File: config.mk
export PLATFORM = sky130hd
export DESIGN_NAME = ffl_seq_top
export DESIGN_NICKNAME = d
export VERILOG_FILES = /design/src/rtl/ffl_pkg.sv /design/src/rtl/ffl_walker.sv /design/src/rtl/ffl_addr.sv /design/src/rtl/ffl_credit.sv /design/src/rtl/ffl_seq_top.sv
export SDC_FILE = /design/constraint.sdc
export NUM_CORES = 1
export LEC_CHECK = 0
export BUFFER_PORTS_ARGS = -buffer_cell sky130_fd_sc_hd__buf_2
export CAP_MARGIN = 20
export CORE_MARGIN = 1
export CORE_UTILIZATION = 30
export CTS_BUF_LIST = sky130_fd_sc_hd__clkbuf_8
export DETAILED_ROUTE_END_ITERATION = 10
export GPL_ROUTABILITY_DRIVEN = 0
export PLACE_DENSITY_LB_ADDON = 0.2
export SLEW_MARGIN = 20
export SYNTH_ARGS = -nofsm -noshare
export SYNTH_HDL_FRONTEND = slang
export SYNTH_HIERARCHICAL = 1
export SYNTH_SLANG_ARGS = --single-unit
File: constraint.sdc
create_clock -name clk -period 3.3 [get_ports clk]
set_input_delay 0.66 -clock clk [delete_from_list [all_inputs] [get_ports clk]]
set_output_delay 0.66 -clock clk [all_outputs]
set_load 0.05 [all_outputs]
File: src/rtl/ffl_pkg.sv
package ffl_pkg;

   typedef enum logic [1:0] {
      ST_IDLE  = 2'd0,
      ST_RUN   = 2'd1,
      ST_DRAIN = 2'd2
   } ffl_state_e;

   // element size in bytes as a shift amount
   function automatic logic [3:0] elem_bytes(input logic [1:0] sel);
      return 4'd1 << sel;
   endfunction

endpackage

File: src/rtl/ffl_walker.sv
// Segment/field position counter; used once for issue and once for responses.
module ffl_walker #(
   parameter int VL_W = 8,
   parameter int NF_W = 3
) (
   input  logic            clk,
   input  logic            rst_n,
   input  logic            clr,
   input  logic            adv,
   input  logic [NF_W-1:0] nf_m1,
   input  logic [VL_W-1:0] vl_m1,
   output logic [VL_W-1:0] seg,
   output logic [NF_W-1:0] fld,
   output logic            last,
   output logic            ended
);

   logic fld_wrap;

   assign fld_wrap = (fld == nf_m1);
   assign last     = fld_wrap && (seg == vl_m1);

   always_ff @(posedge clk or negedge rst_n) begin
      if (!rst_n) begin
         seg   <= '0;
         fld   <= '0;
         ended <= 1'b0;
      end else if (clr) begin
         seg   <= '0;
         fld   <= '0;
         ended <= 1'b0;
      end else if (adv && !ended) begin
         if (fld_wrap) begin
            fld <= '0;
            if (seg == vl_m1) ended <= 1'b1;
            else              seg   <= seg + 1'b1;
         end else begin
            fld <= fld + 1'b1;
         end
      end
   end

endmodule

File: src/rtl/ffl_addr.sv
// Running byte address: the stride equals the element size, so one adder suffices.
module ffl_addr #(
   parameter int ADDR_W = 32
) (
   input  logic              clk,
   input  logic              rst_n,
   input  logic              load,
   input  logic [ADDR_W-1:0] base,
   input  logic              adv,
   input  logic [1:0]        eew_sel,
   output logic [ADDR_W-1:0] addr
);
   import ffl_pkg::*;

   logic [ADDR_W-1:0] step;

   assign step = ADDR_W'(elem_bytes(eew_sel));

   always_ff @(posedge clk or negedge rst_n) begin
      if (!rst_n)     addr <= '0;
      else if (load)  addr <= base;
      else if (adv)   addr <= addr + step;
   end

endmodule

File: src/rtl/ffl_credit.sv
// Outstanding-request tracker; a single flag when only one request may fly.
module ffl_credit #(
   parameter int MAX_OUT = 4
) (
   input  logic clk,
   input  logic rst_n,
   input  logic inc,
   input  logic dec,
   output logic full,
   output logic will_empty
);
   localparam int CNT_W = $clog2(MAX_OUT + 1);

   logic [CNT_W-1:0] cnt;
   logic [CNT_W-1:0] cnt_nxt;

   generate
      if (MAX_OUT == 1) begin : g_flag
         assign cnt_nxt = inc ? 1'b1 : (dec ? 1'b0 : cnt);
      end else begin : g_count
         assign cnt_nxt = cnt + CNT_W'(inc) - CNT_W'(dec);
      end
   endgenerate

   assign full       = (cnt == CNT_W'(MAX_OUT));
   assign will_empty = (cnt_nxt == '0);

   always_ff @(posedge clk or negedge rst_n) begin
      if (!rst_n) cnt <= '0;
      else        cnt <= cnt_nxt;
   end

   a_r9_credit_bound: assert property (@(posedge clk) disable iff (!rst_n)
      cnt <= CNT_W'(MAX_OUT));

   a_r9_no_underflow: assert property (@(posedge clk) disable iff (!rst_n)
      (dec && !inc) |-> (cnt != '0));

endmodule

File: src/rtl/ffl_seq_top.sv
module ffl_seq_top #(
   parameter int ADDR_W  = 32,
   parameter int VL_W    = 8,
   parameter int NF_W    = 3,
   parameter int MAX_OUT = 4,
   localparam int VREG_W = NF_W + 3
) (
   input  logic              clk,
   input  logic              rst_n,
   input  logic              start,
   input  logic [ADDR_W-1:0] base_addr,
   input  logic [1:0]        eew_sel,
   input  logic [1:0]        emul_sel,
   input  logic [NF_W-1:0]   nf_m1,
   input  logic [VL_W-1:0]   vl_in,
   output logic              busy,
   output logic              req_valid,
   input  logic              req_ready,
   output logic [ADDR_W-1:0] req_addr,
   output logic [VL_W-1:0]   req_seg,
   output logic [NF_W-1:0]   req_field,
   output logic [VREG_W-1:0] req_vreg,
   input  logic              rsp_valid,
   input  logic              rsp_fault,
   output logic              done,
   output logic              trap,
   output logic              new_vl_valid,
   output logic [VL_W-1:0]   new_vl
);
   import ffl_pkg::*;

   generate
      if (ADDR_W < 8)  begin : g_bad_addr $error("ADDR_W must be at least 8"); end
      if (VL_W < 1)    begin : g_bad_vl   $error("VL_W must be positive"); end
      if (NF_W < 1)    begin : g_bad_nf   $error("NF_W must be positive"); end
      if (MAX_OUT < 1) begin : g_bad_out  $error("MAX_OUT must be positive"); end
   endgenerate

   ffl_state_e        state;
   logic [1:0]        eew_q;
   logic [1:0]        emul_q;
   logic [NF_W-1:0]   nf_q;
   logic [VL_W-1:0]   vlm1_q;
   logic [VL_W-1:0]   fseg_q;

   logic              start_acc;
   logic              acc;
   logic              rsp_take;
   logic              cr_full;
   logic              cr_empty;
   logic              iss_last;
   logic              iss_ended;
   logic [VL_W-1:0]   rsp_seg;
   logic [NF_W-1:0]   rsp_fld;
   logic              rsp_last;
   logic              rsp_ended;
   logic              done_q;
   logic              trap_q;
   logic              nvl_q;
   logic [VL_W-1:0]   nvl_val_q;

   assign busy      = (state != ST_IDLE);
   assign start_acc = (state == ST_IDLE) && start;
   assign req_valid = (state == ST_RUN) && !iss_ended && !cr_full;
   assign acc       = req_valid && req_ready;
   assign rsp_take  = rsp_valid && busy;

   ffl_walker #(.VL_W(VL_W), .NF_W(NF_W)) u_iss (
      .clk   (clk),
      .rst_n (rst_n),
      .clr   (start_acc),
      .adv   (acc),
      .nf_m1 (nf_q),
      .vl_m1 (vlm1_q),
      .seg   (req_seg),
      .fld   (req_field),
      .last  (iss_last),
      .ended (iss_ended)
   );

   ffl_walker #(.VL_W(VL_W), .NF_W(NF_W)) u_rsp (
      .clk   (clk),
      .rst_n (rst_n),
      .clr   (start_acc),
      .adv   (rsp_take && (state == ST_RUN)),
      .nf_m1 (nf_q),
      .vl_m1 (vlm1_q),
      .seg   (rsp_seg),
      .fld   (rsp_fld),
      .last  (rsp_last),
      .ended (rsp_ended)
   );

   ffl_addr #(.ADDR_W(ADDR_W)) u_addr (
      .clk     (clk),
      .rst_n   (rst_n),
      .load    (start_acc),
      .base    (base_addr),
      .adv     (acc),
      .eew_sel (eew_q),
      .addr    (req_addr)
   );

   ffl_credit #(.MAX_OUT(MAX_OUT)) u_credit (
      .clk        (clk),
      .rst_n      (rst_n),
      .inc        (acc),
      .dec        (rsp_take),
      .full       (cr_full),
      .will_empty (cr_empty)
   );

   assign req_vreg = VREG_W'(req_field) << emul_q;

   always_ff @(posedge clk or negedge rst_n) begin
      if (!rst_n) begin
         state     <= ST_IDLE;
         eew_q     <= '0;
         emul_q    <= '0;
         nf_q      <= '0;
         vlm1_q    <= '0;
         fseg_q    <= '0;
         done_q    <= 1'b0;
         trap_q    <= 1'b0;
         nvl_q     <= 1'b0;
         nvl_val_q <= '0;
      end else begin
         done_q <= 1'b0;
         trap_q <= 1'b0;
         nvl_q  <= 1'b0;
         unique case (state)
            ST_IDLE: begin
               if (start) begin
                  eew_q  <= eew_sel;
                  emul_q <= emul_sel;
                  nf_q   <= nf_m1;
                  vlm1_q <= vl_in - 1'b1;
                  if (vl_in == '0) done_q <= 1'b1;
                  else             state  <= ST_RUN;
               end
            end
            ST_RUN: begin
               if (rsp_take) begin
                  if (rsp_fault) begin
                     fseg_q <= rsp_seg;
                     if (cr_empty) begin
                        done_q    <= 1'b1;
                        trap_q    <= (rsp_seg == '0);
                        nvl_q     <= (rsp_seg != '0);
                        nvl_val_q <= rsp_seg;
                        state     <= ST_IDLE;
                     end else begin
                        state <= ST_DRAIN;
                     end
                  end else if (rsp_last) begin
                     done_q <= 1'b1;
                     state  <= ST_IDLE;
                  end
               end
            end
            ST_DRAIN: begin
               if (rsp_take && cr_empty) begin
                  done_q    <= 1'b1;
                  trap_q    <= (fseg_q == '0);
                  nvl_q     <= (fseg_q != '0);
                  nvl_val_q <= fseg_q;
                  state     <= ST_IDLE;
               end
            end
            default: state <= ST_IDLE;
         endcase
      end
   end

   assign done         = done_q;
   assign trap         = trap_q;
   assign new_vl_valid = nvl_q;
   assign new_vl       = nvl_val_q;

   a_r9_hold_payload: assert property (@(posedge clk) disable iff (!rst_n)
      (req_valid && !req_ready && !(rsp_valid && rsp_fault))
         |=> (req_valid && $stable(req_addr) && $stable(req_seg) && $stable(req_field)));

   a_r6_stop_after_fault: assert property (@(posedge clk) disable iff (!rst_n)
      (busy && rsp_valid && rsp_fault) |=> !req_valid);

   a_r4_trap_with_done: assert property (@(posedge clk) disable iff (!rst_n)
      trap |-> (done && !new_vl_valid));

   a_r5_newvl_with_done: assert property (@(posedge clk) disable iff (!rst_n)
      new_vl_valid |-> (done && !trap && (new_vl != '0)));

   a_r8_idle_at_done: assert property (@(posedge clk) disable iff (!rst_n)
      done |-> !busy);

endmodule

==> results of run 1 <==
[worst paths after layout]
path                               startpoint               to  slack (ns)
worst min register to register      fseg_q[0]        fseg_q[0]        0.53
worst max-delay path                 state[0]         state[1]        0.12
worst max register to register       state[0]         state[1]        0.12
worst min-delay path                    rst_n        emul_q[0]        0.36
min in group clk                base_addr[12]  u_addr/addr[12]        0.49
max in group asynchronous               rst_n  u_addr/addr[27]        2.25
[per-layer routing]
metal	share of wire	vias to the layer above	global-route usage
li1	-	2524	-
met1	0.47	2597	0.2162
met2	0.48	124	0.2717
met3	0.047	11	0.02850
met4	0.0090	0	0.05886
met5	0	-	0
[where the power goes]
part / leakage [nW] / internal [mW] / switching [mW] / total [mW]
clock: 0.0956 / 0.352 / 0.461 / 0.813
combinational: 1.89 / 1.21 / 2.45 / 3.65
sequential: 1.18 / 1.55 / 0.528 / 2.08
[worst reg2reg max path: stages (launching register included)]
cell and delay, ns:
dfrtp_1 0.43, inv_1 0.12, ha_2 0.21, nand2b_4 0.16, inv_2 0.06, ha_1 0.28, inv_1 0.06, ha_1 0.13
inv_1 0.05, fa_1 0.36, xor3_2 0.27, nor3_4 0.22, nand3b_1 0.16, nand2_2 0.13, o211ai_2 0.10, mux2_1 0.34
[flip-flops by register name, indices dropped and copies added, names as in the netlist]
name and flops:
u_addr/addr 32, fseg_q 8, new_vl 8, u_iss/seg 8, u_rsp/seg 8, vlm1_q 8, nf_q 3, u_credit/cnt 3
u_iss/fld 3, u_rsp/fld 3, eew_q 2, emul_q 2, state 2, done 1, new_vl_valid 1, trap 1
u_iss/ended 1, u_rsp/ended 1
[area by class of cell]
cell class | count | area [µm²]
repair buffers | 128 | 690.7
clock inverters | 7 | 72.57
well taps | 265 | 331.6
clock buffers | 9 | 123.9
multi-input cells | 486 | 3392
fillers | 1993 | 12400
flip-flops and latches | 95 | 2377
inverters | 21 | 78.83
[through the flow]
step / utilization / worst slack, ns / area (µm²)
2_1_floorplan: - / 0.02567 / 5967
4_1_cts: 0.3625 / 0.08156 / 7054
3_3_place_gp: 0.3524 / 0.2156 / 6858
6_report: 0.3631 / 0.1233 / 7067
3_5_place_dp: 0.3524 / 0.1081 / 6858
5_1_grt: 0.3631 / -0.01844 / 7067
[what timing repair did]
item,CTS,global route
setup endpoints to repair,0,8
resized for setup,0,2
setup buffers,0,1
==> flow_summary.json, run 1 <==
{
  "io_buffers": 114,
  "max_freq_mhz": 314.8,
  "slew_headroom": 0.4482,
  "maxCapViolations": 0,
  "required_ns": 3.56,
  "hold_viol": 0,
  "dieArea_um2": 20390,
  "worstSkewPairLatency_ns": 0.38,
  "whs_ns": 0.3578,
  "synth_area_um2": 5947,
  "vdd_ir_drop_max_mv": 0.4395,
  "cts_root_buffer": "clkbuf_8",
  "finalNonFillerCells": 1011,
  "crit_path_start_kind": "register",
  "area_growth_pct": 18.83,
  "hold_class": "in -> async",
  "reg2reg_depth": 15,
  "final_common_cell": "buf_2",
  "grt_pass1_vias": 5204,
  "crit_fanout": 4,
  "synth_cells": 629,
  "tightest_slew_ns": 0.8277,
  "final_nets": 812,
  "finalSetupViolations": 0,
  "path_buf_inv": 4,
  "crit_path_frequent_cell": "inv_1",
  "arrival_ns": 3.44,
  "place_inst": 994,
  "firstDrtPassIters": 5,
  "endpoint_kind": "register",
  "drive_gt1_frac": 0.2534,
  "grt_pass1_wl_um": 26380,
  "num_rows": 51,
  "clock_skew_ns": 0.01203,
  "grt_max_degree": 63,
  "wl_per_cell_um": 16.04,
  "grt_util_all_layers": 0.1648,
  "die_h_um": 142.8,
  "clk_path_buf_depth": 2,
  "clkSinkCount": 95,
  "final_cell_mix": "buf_2, dfrtp_1, nand2_1",
  "drv_slew": 0,
  "initial_core_util": 0.3056,
  "ios": 115,
  "hpwl_um": 11860,
  "critPathSlowestCell": "dfrtp_1",
  "critical_path_depth": 15,
  "period_share": 0.9626,
  "tns_ns": 0,
  "htree_levels": 3,
  "antenna_found_initial": 0,
  "yosysWarnings": 6,
  "cpPeakStageDelay_ns": 0.43,
  "p_leak_nw": 3.168,
  "n_antenna_cell": 0,
  "cts_tree": "built",
  "numCtsBuffers": 9,
  "post-route-drc-count": 0,
  "wirelength_um": 16210,
  "finalPower_mw": 6.541,
  "p_per_area_nw_per_um2": 925.6,
  "postRouteAntennaNets": 0,
  "critPathTopFamily": "adder cells",
  "vias": 5256,
  "status": "complete, no violations",
  "crit_chain": "inv_1 > ha_2 > nand2b_4 > inv_2 > ha_1 > inv_1 > ha_1 > inv_1 > fa_1 > xor3_2 > nor3_4 > nand3b_1 > nand2_2 > o211ai_2 > mux2_1",
  "vias_per_cell": 5.199,
  "die_x_um": 142.8,
  "syn_nets": 700,
  "synth_area_per_cell_um2": 9.455,
  "drt_iter0_drc": 222,
  "overflow": 0,
  "worst-setup-path-type": "reg -> reg",
  "cts_hold_buffers": 0,
  "path_clk_slew_ns": 0.10,
  "min_period_ns": 3.177,
  "core_um2": 19460
}
Note: power is estimated with default switching activity, not from simulation.
==> run 2, diff against run 1 <==
--- a/config.mk
+++ b/config.mk
@@ -15,3 +15,2 @@
 export PLACE_DENSITY_LB_ADDON = 0.2
-export SLEW_MARGIN = 20
 export SYNTH_ARGS = -nofsm -noshare
==> constraint.sdc (replaced) <==
create_clock -name clk -period 3.3 [get_ports clk]
set_input_delay 0.33 -clock clk [delete_from_list [all_inputs] [get_ports clk]]
set_output_delay 0.33 -clock clk [all_outputs]
set_load 0.05 [all_outputs]
==> run 2 against run 1 <==
  * Combinational power increased by 2%
  * Critical path depth stayed put
  * Sequential cell count unchanged
  * Utilization rose by 0.44 points
  * Largest cell class unchanged
  * Maximum frequency is 1.2% higher
==> flow_summary.json, run 2 (synthesized netlist as in run 1, its figures left out) <==
{
  "core_um2": 19460,
  "vias_per_cell": 5.191,
  "largest_reg_flops": 32,
  "grt_max_degree": 96,
  "crit_chain": "inv_1 > ha_2 > nand2b_4 > inv_2 > ha_1 > inv_1 > ha_1 > inv_1 > fa_1 > xor3_2 > nor3_4 > nand3b_1 > nand2_2 > o211ai_2 > mux2_1",
  "status": "complete, no violations",
  "hold_class": "in -> reg",
  "postRouteAntennaNets": 0,
  "final_cell_mix": "buf_2, dfrtp_1, nand2_1",
  "endpoint_kind": "register",
  "arrival_ns": 3.41,
  "max_freq_mhz": 318.7,
  "htree_levels": 3,
  "dieArea_um2": 20390,
  "wl_per_cell_um": 16.07,
  "cts_root_buffer": "clkbuf_8",
  "cpPeakStageDelay_ns": 0.42,
  "hpwl_um": 11760,
  "num_rows": 51,
  "path_clk_slew_ns": 0.10,
  "final_nets": 819,
  "finalPower_mw": 6.687,
  "maxCapViolations": 0,
  "post-route-drc-count": 0,
  "drv_slew": 0,
  "numCtsBuffers": 9,
  "worstSkewPairLatency_ns": 0.38,
  "utilization": 0.3675,
  "finalNonFillerCells": 1018,
  "crit_path_start_kind": "register",
  "p_leak_nw": 3.208,
  "r2r_setup_slack_ns": 0.16,
  "regMostFlops": "u_addr/addr",
  "drive_gt1_frac": 0.2603,
  "grt_pass1_wl_um": 26520,
  "n_antenna_cell": 0,
  "place_inst": 994,
  "area_growth_pct": 20.26,
  "required_ns": 3.57,
  "clock_skew_ns": 0.008795,
  "antenna_found_initial": 0,
  "critPathTopFamily": "adder cells",
  "vdd_ir_drop_max_mv": 0.4875,
  "drt_iter0_drc": 216,
  "tightest_slew_ns": 0.7392,
  "p_per_area_nw_per_um2": 935.0,
  "tns_ns": 0,
  "period_share": 0.9508,
  "initial_core_util": 0.3056,
  "min_period_ns": 3.138,
  "clkSinkCount": 95,
  "grt_pass1_vias": 5088,
  "crit_path_frequent_cell": "inv_1",
  "wirelength_um": 16360,
  "cts_tree": "built",
  "hold_viol": 0,
  "finalSetupViolations": 0,
  "path_buf_inv": 4,
  "die_x_um": 142.8,
  "final_common_cell": "buf_2",
  "rsz0062_at_grt": "false",
  "io_buffers": 114,
  "crit_fanout": 4,
  "fill_cells": 1942,
  "worst-setup-path-type": "reg -> reg",
  "slew_headroom": 0.5031,
  "firstDrtPassIters": 4,
  "die_h_um": 142.8,
  "vias": 5284,
  "clk_path_buf_depth": 2,
  "ios": 115,
  "critPathSlowestCell": "dfrtp_1",
  "overflow": 0,
  "grt_util_all_layers": 0.1670
}
## run 2: changes by cell type in the layout (fill, tap and decap cells not counted), sizes merged
cell / change
clkinvlp: +1
dlygate4sd3: +1
clkinv: -2
bufinv: +1
buf: +6
## run 2: per-layer routing
layer,track usage,up-vias,share of wire
met4,0.04980,0,0.013
met3,0.03722,16,0.048
met5,0,-,0
li1,-,2535,-
met1,0.2209,2608,0.47
met2,0.2712,125,0.47
## run 2: timing repair
item / 4_1_cts / 5_1_grt
resized for setup: 0 / 4
endpoints found under the hold margin: 2 / 0
endpoints found under the setup margin: 0 / 9
hold buffers: 1 / 0
setup buffers: 0 / 7
## run 2: worst min-delay path, cell delays in order
cell     delay (ns)
buf_2          0.07
nand2_1        0.04
o21ai_0        0.06
## run 2: metrics by stage
step | setup slack (ns) | area [µm²] | hold WS [ns]
CTS | 0.08072 | 7088 | 0.1173
finish | 0.1623 | 7152 | 0.1477
global route | 0.0004510 | 7152 | 0.1334
global placement | 0.2537 | 6858 | 0.4419
floorplan | 0.02567 | 5967 | 0.03441
detailed placement | 0.1035 | 6858 | 0.4335
## run 2: area by class of cell
| type | count | area [µm²] | area share |
|---|---|---|---|
| Clock buffer | 9 | 123.9 | 0.01732 |
| Timing Repair Buffer | 135 | 749.5 | 0.1048 |
| Inverter | 21 | 78.83 | 0.01102 |
| Clock inverter | 7 | 96.34 | 0.01347 |
| Sequential cell | 95 | 2377 | 0.3324 |
| Multi-Input combinational cell | 486 | 3395 | 0.4746 |
| Tap cell | 265 | 331.6 | 0.04636 |
## run 2: worst paths after layout
path | start | end | cells past startpoint
min reg2reg | fseg_q[3] | fseg_q[3] | 1
min in group asynchronous | rst_n | emul_q[0] | 3
max in group asynchronous | rst_n | fseg_q[0] | 3
max reg2reg | state[0] | state[1] | 15
max | state[0] | state[1] | 15
min | base_addr[1] | u_addr/addr[1] | 3
## run 2: power by group
part / total, mW / internal (mW) / switching [mW] / leakage, nW
sequential: 2.07 / 1.55 / 0.526 / 1.18
combinational: 3.73 / 1.26 / 2.47 / 1.93
clock: 0.883 / 0.428 / 0.455 / 0.102
total: 6.69 / 3.24 / 3.45 / 3.21
